$ cat config.mk
export PLATFORM = sky130hd
export DESIGN_NAME = mcast_flush_engine
export DESIGN_NICKNAME = d
export VERILOG_FILES = /design/src/rtl/mcflush_pkg.sv /design/src/rtl/mcflush_ctrl.sv /design/src/rtl/mcflush_dp.sv /design/src/rtl/mcast_flush_engine.sv
export SDC_FILE = /design/constraint.sdc
export NUM_CORES = 1
export LEC_CHECK = 0
export BUFFER_PORTS_ARGS = -buffer_cell sky130_fd_sc_hd__buf_4
export CAP_MARGIN = 20
export CORE_UTILIZATION = 30
export DETAILED_ROUTE_END_ITERATION = 16
export PLACE_DENSITY_LB_ADDON = 0.2
export SLEW_MARGIN = 20
export SYNTH_ARGS = -nofsm -noshare
export SYNTH_HDL_FRONTEND = slang
export SYNTH_SLANG_ARGS = --single-unit
$ cat constraint.sdc
create_clock -name clk -period 1.34 [get_ports clk]
set_input_delay 0.134 -clock clk [delete_from_list [all_inputs] [get_ports clk]]
set_output_delay 0.134 -clock clk [all_outputs]
set_load 0.05 [all_outputs]
$ cat src/rtl/mcflush_pkg.sv
package mcflush_pkg;
  localparam int TYPE_LO   = 60;
  localparam int VID_LO    = 48;
  localparam int VID_W     = 12;
  localparam int MAC_W     = 48;
  localparam int GROUP_BIT = 40;
  localparam int SUPER_BIT = 65;
  localparam int MASK_LO   = 66;

  localparam logic [1:0] TYPE_FREE  = 2'd0;
  localparam logic [1:0] TYPE_ADDR  = 2'd1;
  localparam logic [1:0] TYPE_VADDR = 2'd3;

  typedef enum logic [1:0] {
    ST_IDLE = 2'd0,
    ST_READ = 2'd1,
    ST_EVAL = 2'd2
  } flushState_t;

  typedef struct packed {
    logic capture;
    logic evaluate;
  } flushStrobes_t;
endpackage

$ cat src/rtl/mcflush_ctrl.sv
module mcflush_ctrl
  import mcflush_pkg::*;
#(
  parameter int DEPTH = 16,
  parameter int IDX_W = 4
) (
  input  logic             clk,
  input  logic             rstN,
  input  logic             start,
  input  logic             entryChanged,
  output flushStrobes_t    strobes,
  output logic             rdEn,
  output logic [IDX_W-1:0] rdAddr,
  output logic             wrEn,
  output logic [IDX_W-1:0] wrAddr,
  output logic             busy,
  output logic             done
);
  localparam logic [IDX_W-1:0] LAST_IDX = IDX_W'(DEPTH - 1);

  flushState_t state;
  logic [IDX_W-1:0] idx;

  always_ff @(posedge clk) begin
    if (!rstN) begin
      state <= ST_IDLE;
      idx   <= '0;
      done  <= 1'b0;
    end else begin
      done <= 1'b0;
      case (state)
        ST_IDLE: if (start) begin
          idx   <= '0;
          state <= ST_READ;
        end
        ST_READ: state <= ST_EVAL;
        ST_EVAL: begin
          if (idx == LAST_IDX) begin
            state <= ST_IDLE;
            done  <= 1'b1;
          end else begin
            idx   <= idx + 1'b1;
            state <= ST_READ;
          end
        end
        default: state <= ST_IDLE;
      endcase
    end
  end

  always_comb begin
    strobes.capture  = (state == ST_IDLE) && start;
    strobes.evaluate = (state == ST_EVAL);
    rdEn   = (state == ST_READ);
    rdAddr = idx;
    wrEn   = strobes.evaluate && entryChanged;
    wrAddr = idx;
    busy   = (state != ST_IDLE);
  end


  wr_follows_rd_chk: assert property (@(posedge clk) disable iff (!rstN)
    wrEn |-> ($past(rdEn) && wrAddr == $past(rdAddr)));


  rd_wr_excl_chk: assert property (@(posedge clk) disable iff (!rstN)
    !(rdEn && wrEn));


  done_pulse_chk: assert property (@(posedge clk) disable iff (!rstN)
    done |=> !done);


  done_after_busy_chk: assert property (@(posedge clk) disable iff (!rstN)
    done |-> ($past(busy) && !busy));


  idle_quiet_chk: assert property (@(posedge clk) disable iff (!rstN)
    !busy |-> (!rdEn && !wrEn));
endmodule

$ cat src/rtl/mcflush_dp.sv
module mcflush_dp
  import mcflush_pkg::*;
#(
  parameter int NUM_PORTS = 4,
  parameter int ENTRY_W   = 70
) (
  input  logic                 clk,
  input  logic                 rstN,
  input  flushStrobes_t        strobes,
  input  logic [NUM_PORTS-1:0] reqMaskIn,
  input  logic [VID_W-1:0]     reqVidIn,
  input  logic                 anyVlanIn,
  input  logic [ENTRY_W-1:0]   rdData,
  output logic                 entryChanged,
  output logic [ENTRY_W-1:0]   wrData
);
  logic [NUM_PORTS-1:0] reqMaskQ;
  logic [VID_W-1:0]     reqVidQ;
  logic                 anyVlanQ;

  always_ff @(posedge clk) begin
    if (!rstN) begin
      reqMaskQ <= '0;
      reqVidQ  <= '0;
      anyVlanQ <= 1'b0;
    end else if (strobes.capture) begin
      reqMaskQ <= reqMaskIn;
      reqVidQ  <= reqVidIn;
      anyVlanQ <= anyVlanIn;
    end
  end

  logic [1:0]           entType;
  logic [NUM_PORTS-1:0] curMask;
  logic [NUM_PORTS-1:0] newMask;
  logic isAddrType, vlanOk, isGroup, isSuper, isBcast, overlaps;

  for (genvar p = 0; p < NUM_PORTS; p++) begin : g_port
    assign curMask[p] = rdData[MASK_LO + p];
    assign newMask[p] = curMask[p] & ~reqMaskQ[p];
  end

  always_comb begin
    entType    = rdData[TYPE_LO +: 2];
    isAddrType = (entType == TYPE_ADDR) || (entType == TYPE_VADDR);
    vlanOk     = anyVlanQ || (rdData[VID_LO +: VID_W] == reqVidQ);
    isGroup    = rdData[GROUP_BIT];
    isSuper    = rdData[SUPER_BIT];
    isBcast    = &rdData[MAC_W-1:0];
    overlaps   = |(curMask & reqMaskQ);
    entryChanged = isAddrType && vlanOk && isGroup && !isSuper && !isBcast && overlaps;

    wrData = rdData;
    wrData[MASK_LO +: NUM_PORTS] = newMask;
    if (newMask == '0) wrData[TYPE_LO +: 2] = TYPE_FREE;
  end


  mask_shrinks_chk: assert property (@(posedge clk) disable iff (!rstN)
    (strobes.evaluate && entryChanged) |->
      (((wrData[MASK_LO +: NUM_PORTS] & ~curMask) == '0) &&
       (wrData[MASK_LO +: NUM_PORTS] != curMask)));


  capture_hold_chk: assert property (@(posedge clk) disable iff (!rstN)
    !$past(strobes.capture) |-> ($stable(reqMaskQ) && $stable(reqVidQ) && $stable(anyVlanQ)));
endmodule

$ cat src/rtl/mcast_flush_engine.sv
module mcast_flush_engine
  import mcflush_pkg::*;
#(
  parameter int NUM_PORTS = 4,
  parameter int DEPTH     = 16,
  localparam int ENTRY_W  = MASK_LO + NUM_PORTS,
  localparam int IDX_W    = (DEPTH > 1) ? $clog2(DEPTH) : 1
) (
  input  logic                 clk,
  input  logic                 rstN,
  input  logic                 start,
  input  logic [NUM_PORTS-1:0] portMask,
  input  logic [VID_W-1:0]     vlanId,
  input  logic                 anyVlan,
  output logic                 rdEn,
  output logic [IDX_W-1:0]     rdAddr,
  input  logic [ENTRY_W-1:0]   rdData,
  output logic                 wrEn,
  output logic [IDX_W-1:0]     wrAddr,
  output logic [ENTRY_W-1:0]   wrData,
  output logic                 busy,
  output logic                 done
);
  flushStrobes_t strobes;
  logic entryChanged;

  mcflush_ctrl #(.DEPTH(DEPTH), .IDX_W(IDX_W)) u_ctrl (
    .clk(clk), .rstN(rstN), .start(start), .entryChanged(entryChanged),
    .strobes(strobes), .rdEn(rdEn), .rdAddr(rdAddr), .wrEn(wrEn),
    .wrAddr(wrAddr), .busy(busy), .done(done)
  );

  mcflush_dp #(.NUM_PORTS(NUM_PORTS), .ENTRY_W(ENTRY_W)) u_dp (
    .clk(clk), .rstN(rstN), .strobes(strobes), .reqMaskIn(portMask),
    .reqVidIn(vlanId), .anyVlanIn(anyVlan), .rdData(rdData),
    .entryChanged(entryChanged), .wrData(wrData)
  );


  bcast_kept_chk: assert property (@(posedge clk) disable iff (!rstN)
    wrEn |-> !(&wrData[MAC_W-1:0]));


  free_on_empty_chk: assert property (@(posedge clk) disable iff (!rstN)
    (wrEn && wrData[MASK_LO +: NUM_PORTS] == '0) |-> (wrData[TYPE_LO +: 2] == TYPE_FREE));
endmodule

==> impl_metrics.py <==
metrics = {
    "logic_synthesis": {
        "synth_most_common_cell": "buf_4",
        "synth_edf_count": 0,
        "synth-adder-area-share_pct": 0.713,
        "synth_compound_area_share_pct": 10.2,
        "synth_top_area_share_pct": 29.1,
        "ys.flop_type": "dfxtp_1",
        "synth-seq-area-share_pct": 27.4,
        "ys_top_cells_by_area": "buf_4, dfxtp_1, nand2_1",
        "synth-xor-area-share_pct": 6.99,
        "synthMuxAreaShare_pct": 0,
        "yosys-top-cells-count": "buf_4, nand2_1, dfxtp_1, a21boi_0, xor2_1",
        "synth_area_sq_mm": 0.00176,
        "async_flop_share_pct": 0,
        "ys_seq_elements": 24,
        "synthesis.nets": 309,
        "yosysTopAreaCell": "buf_4",
        "synth_top_family_by_area": "buffers and inverters",
        "synthDistinctLibCells": 29,
        "synthCells": 218,
        "syn_avg_cell_area_sq_um": 8.05,
        "yosys_warnings": 0,
        "synthSimpleGateAreaFrac_pct": 23.8,
    },
    "finish": {
        "drive_above_1_share_pct": 63.2,
        "nets": 426,
        "num-fill-cells": 543,
        "final_area_sq_mm": 0.00286,
        "multi_input_area_sq_um": 815,
        "antennaDiodeCount": 0,
        "regArea_sq_um": 498,
        "area_growth_pct": 62.9,
        "final_cells": 406,
    },
    "place": {
        "routabilityCongestion": 0.723,
        "dp_hpwl_microns": 4400,
        "dp_slack_ns": -0.230,
        "io_buffers": 165,
        "placed_area_sq_mm": 0.00275,
        "post-place-cells": 401,
    },
    "clocking": {
        "cts_tree": "built",
        "cts_buffer_depth": 2,
        "htree_levels": 1,
        "cts_root_buf": "clkbuf_8",
        "clk_pin_slew_ns": 0.08,
        "numCtsBuffers": 3,
        "ctsHoldBuffers": 0,
        "cts.sinks": 24,
        "clkLatencyLatePin_ns": 0.26,
    },
    "setup_path": {
        "crit_required_ns": 1.21,
        "cp-end-kind": "output pin",
        "crit_fanout": 2,
        "cp_data_arrival_time_ns": 1.60,
        "worst-setup-path-type": "reg -> out",
        "crit_path_start_kind": "flip-flop",
    },
    "global_route": {
        "antenna_found_initial": 0,
        "grt_max_degree": 24,
        "track_usage_pct": 16.0,
        "grt_overflow_total": 0,
        "first_global_vias": 1639,
        "grt_pass1_wl_microns": 7690,
    },
    "route": {
        "totalWireLength_microns": 5200,
        "remaining_drc_errors": 0,
        "dr.pass1.iters": 4,
        "drtAntennaViolNets": 0,
        "wl_per_cell_microns": 12.8,
        "vias_per_cell": 4.44,
        "num_vias": 1801,
        "drt_iter0_drc": 34,
    },
    "hold_path": {
        "hold_path.class": "in -> reg",
    },
    "die": {
        "dieArea_sq_mm": 0.00616,
        "num_rows": 27,
        "coreArea_sq_mm": 0.00557,
        "die_w_microns": 78.5,
        "die_h_microns": 78.5,
        "io_pins": 172,
        "start_util_pct": 31.5,
    },
    "pwr": {
        "leakage_nw": 1.42,
        "ir_drop_mv": 0.511,
        "power_density_mw_per_mm2": 814,
        "totalPowerFinal_mw": 2.33,
    },
    "timing": {
        "finalWorstSetupSlack_ns": -0.392,
        "fmax_mhz": 577,
        "finalCritPeriodShare_pct": 129,
        "hold_violations": 0,
        "finalMaxSlewViolations": 0,
        "rsz0062_at_grt": "true",
        "slew_headroom_pct": 73.4,
        "fin_tns_setup_ns": -0.993,
        "period_needed_ns": 1.73,
        "worstMarginPinSlew_ns": 0.399,
        "setup_viol": 3,
        "fin_skew_ns": 0.00795,
    },
    "status": {
        "violations": "setup timing",
        "outcome": "complete, but fails checks",
    },
    "job": {
        "drv_cap": 0,
    },
}
-- per-layer routing --
| metal | share of wire [%] | up-vias | global-route usage [%] | wire, microns |
|---|---|---|---|---|
| met3 | 6.7 | 2 | 3.37 | 350 |
| met5 | 0 | - | 0 | 0 |
| met2 | 54 | 76 | 31.1 | 2830 |
| met4 | 0.44 | 0 | 3.33 | 23 |
| li1 | - | 897 | - | - |
| met1 | 38 | 826 | 17.4 | 2000 |
-- path summary, 6_finish.rpt --
kind / start / to / slack (ns) / depth (start not counted)
hold / removal: vlanId[5] / u_dp.reqVidQ[5] / 0.11 / 3
setup / recovery: u_dp.reqVidQ[1] / wrEn / -0.39 / 5
hold reg to reg: u_dp.reqVidQ[10] / u_dp.reqVidQ[10] / 0.47 / 2
setup reg to reg: u_ctrl.rdAddr[0] / u_ctrl.rdAddr[1] / 0.12 / 5
-- kinds of logic after synthesis --
family                     after synthesis
AOI/OAI and AO/OA                       24
DFF                                     24
and+or+nand+nor                         81
buffers and inverters                   74
xor gates and xnor gates                14
adders and majority gates                1
-- cell type report --
cell class	count	area share, %
Multi-Input combinational cell	120	28.5
Inverter	1	0.131
Sequential cell	24	17.4
Clock buffer	4	1.58
Tap cell	72	3.15
Timing Repair Buffer	185	49.2
-- per-stage QoR --
| stage | util (%) | hold WS, ns |
|---|---|---|
| after floorplan | - | 0.269 |
| after global placement | 49.3 | 0.268 |
| after detailed placement | 49.3 | 0.268 |
| after CTS | 50.5 | 0.107 |
| after global routing | 51.3 | 0.117 |
| final | 51.3 | 0.112 |
-- report_power, final --
group	internal [mW]	switching, mW	total (mW)
clock	0.212	0.230	0.442
sequential	0.750	0.0284	0.778
combinational	0.446	0.661	1.11
total	1.41	0.919	2.33
-- critical path, cell delays in order (launching register included) --
cell and delay, ns:
dfxtp_1 0.32, xor2_1 0.16, nor4_2 0.30, a31oi_1 0.18, nor4_4 0.17, buf_6 0.19
-- flip-flops by register name, indices dropped and copies added (netlist names) --
| register | cells |
|---|---|
| u_dp.reqVidQ | 12 |
| u_ctrl.rdAddr | 4 |
| u_dp.reqMaskQ | 4 |
| u_ctrl.state | 2 |
| u_ctrl.done | 1 |
| u_dp.anyVlanQ | 1 |
-- cells in the final DEF (no fill, tap or decap), drive strengths merged --
| cell | instances |
|---|---|
| nor2b | 7 |
| and2 | 3 |
| a21boi | 19 |
| nand4 | 12 |
| o211ai | 1 |
| xor2 | 14 |
| nor4 | 7 |
| nand2 | 39 |
| dfxtp | 24 |
| nor3b | 1 |
| inv | 1 |
| nand3 | 3 |
| and3 | 2 |
| or4 | 1 |
| nand3b | 1 |
| a31oi | 1 |
| buf | 185 |
| nand4b | 1 |
| ha | 1 |
| a22o | 1 |
| a21oi | 1 |
| nor2 | 4 |
| a221oi | 1 |
| clkbuf | 4 |
-- timing repair --
| item | 4_1_cts | 5_1_grt |
|---|---|---|
| resized for setup | 7 | 9 |
| setup endpoints to repair | 3 | 26 |
| pin swaps | 2 | 1 |
| setup buffers | 0 | 1 |
Note: power is estimated with default switching activity, not from simulation.
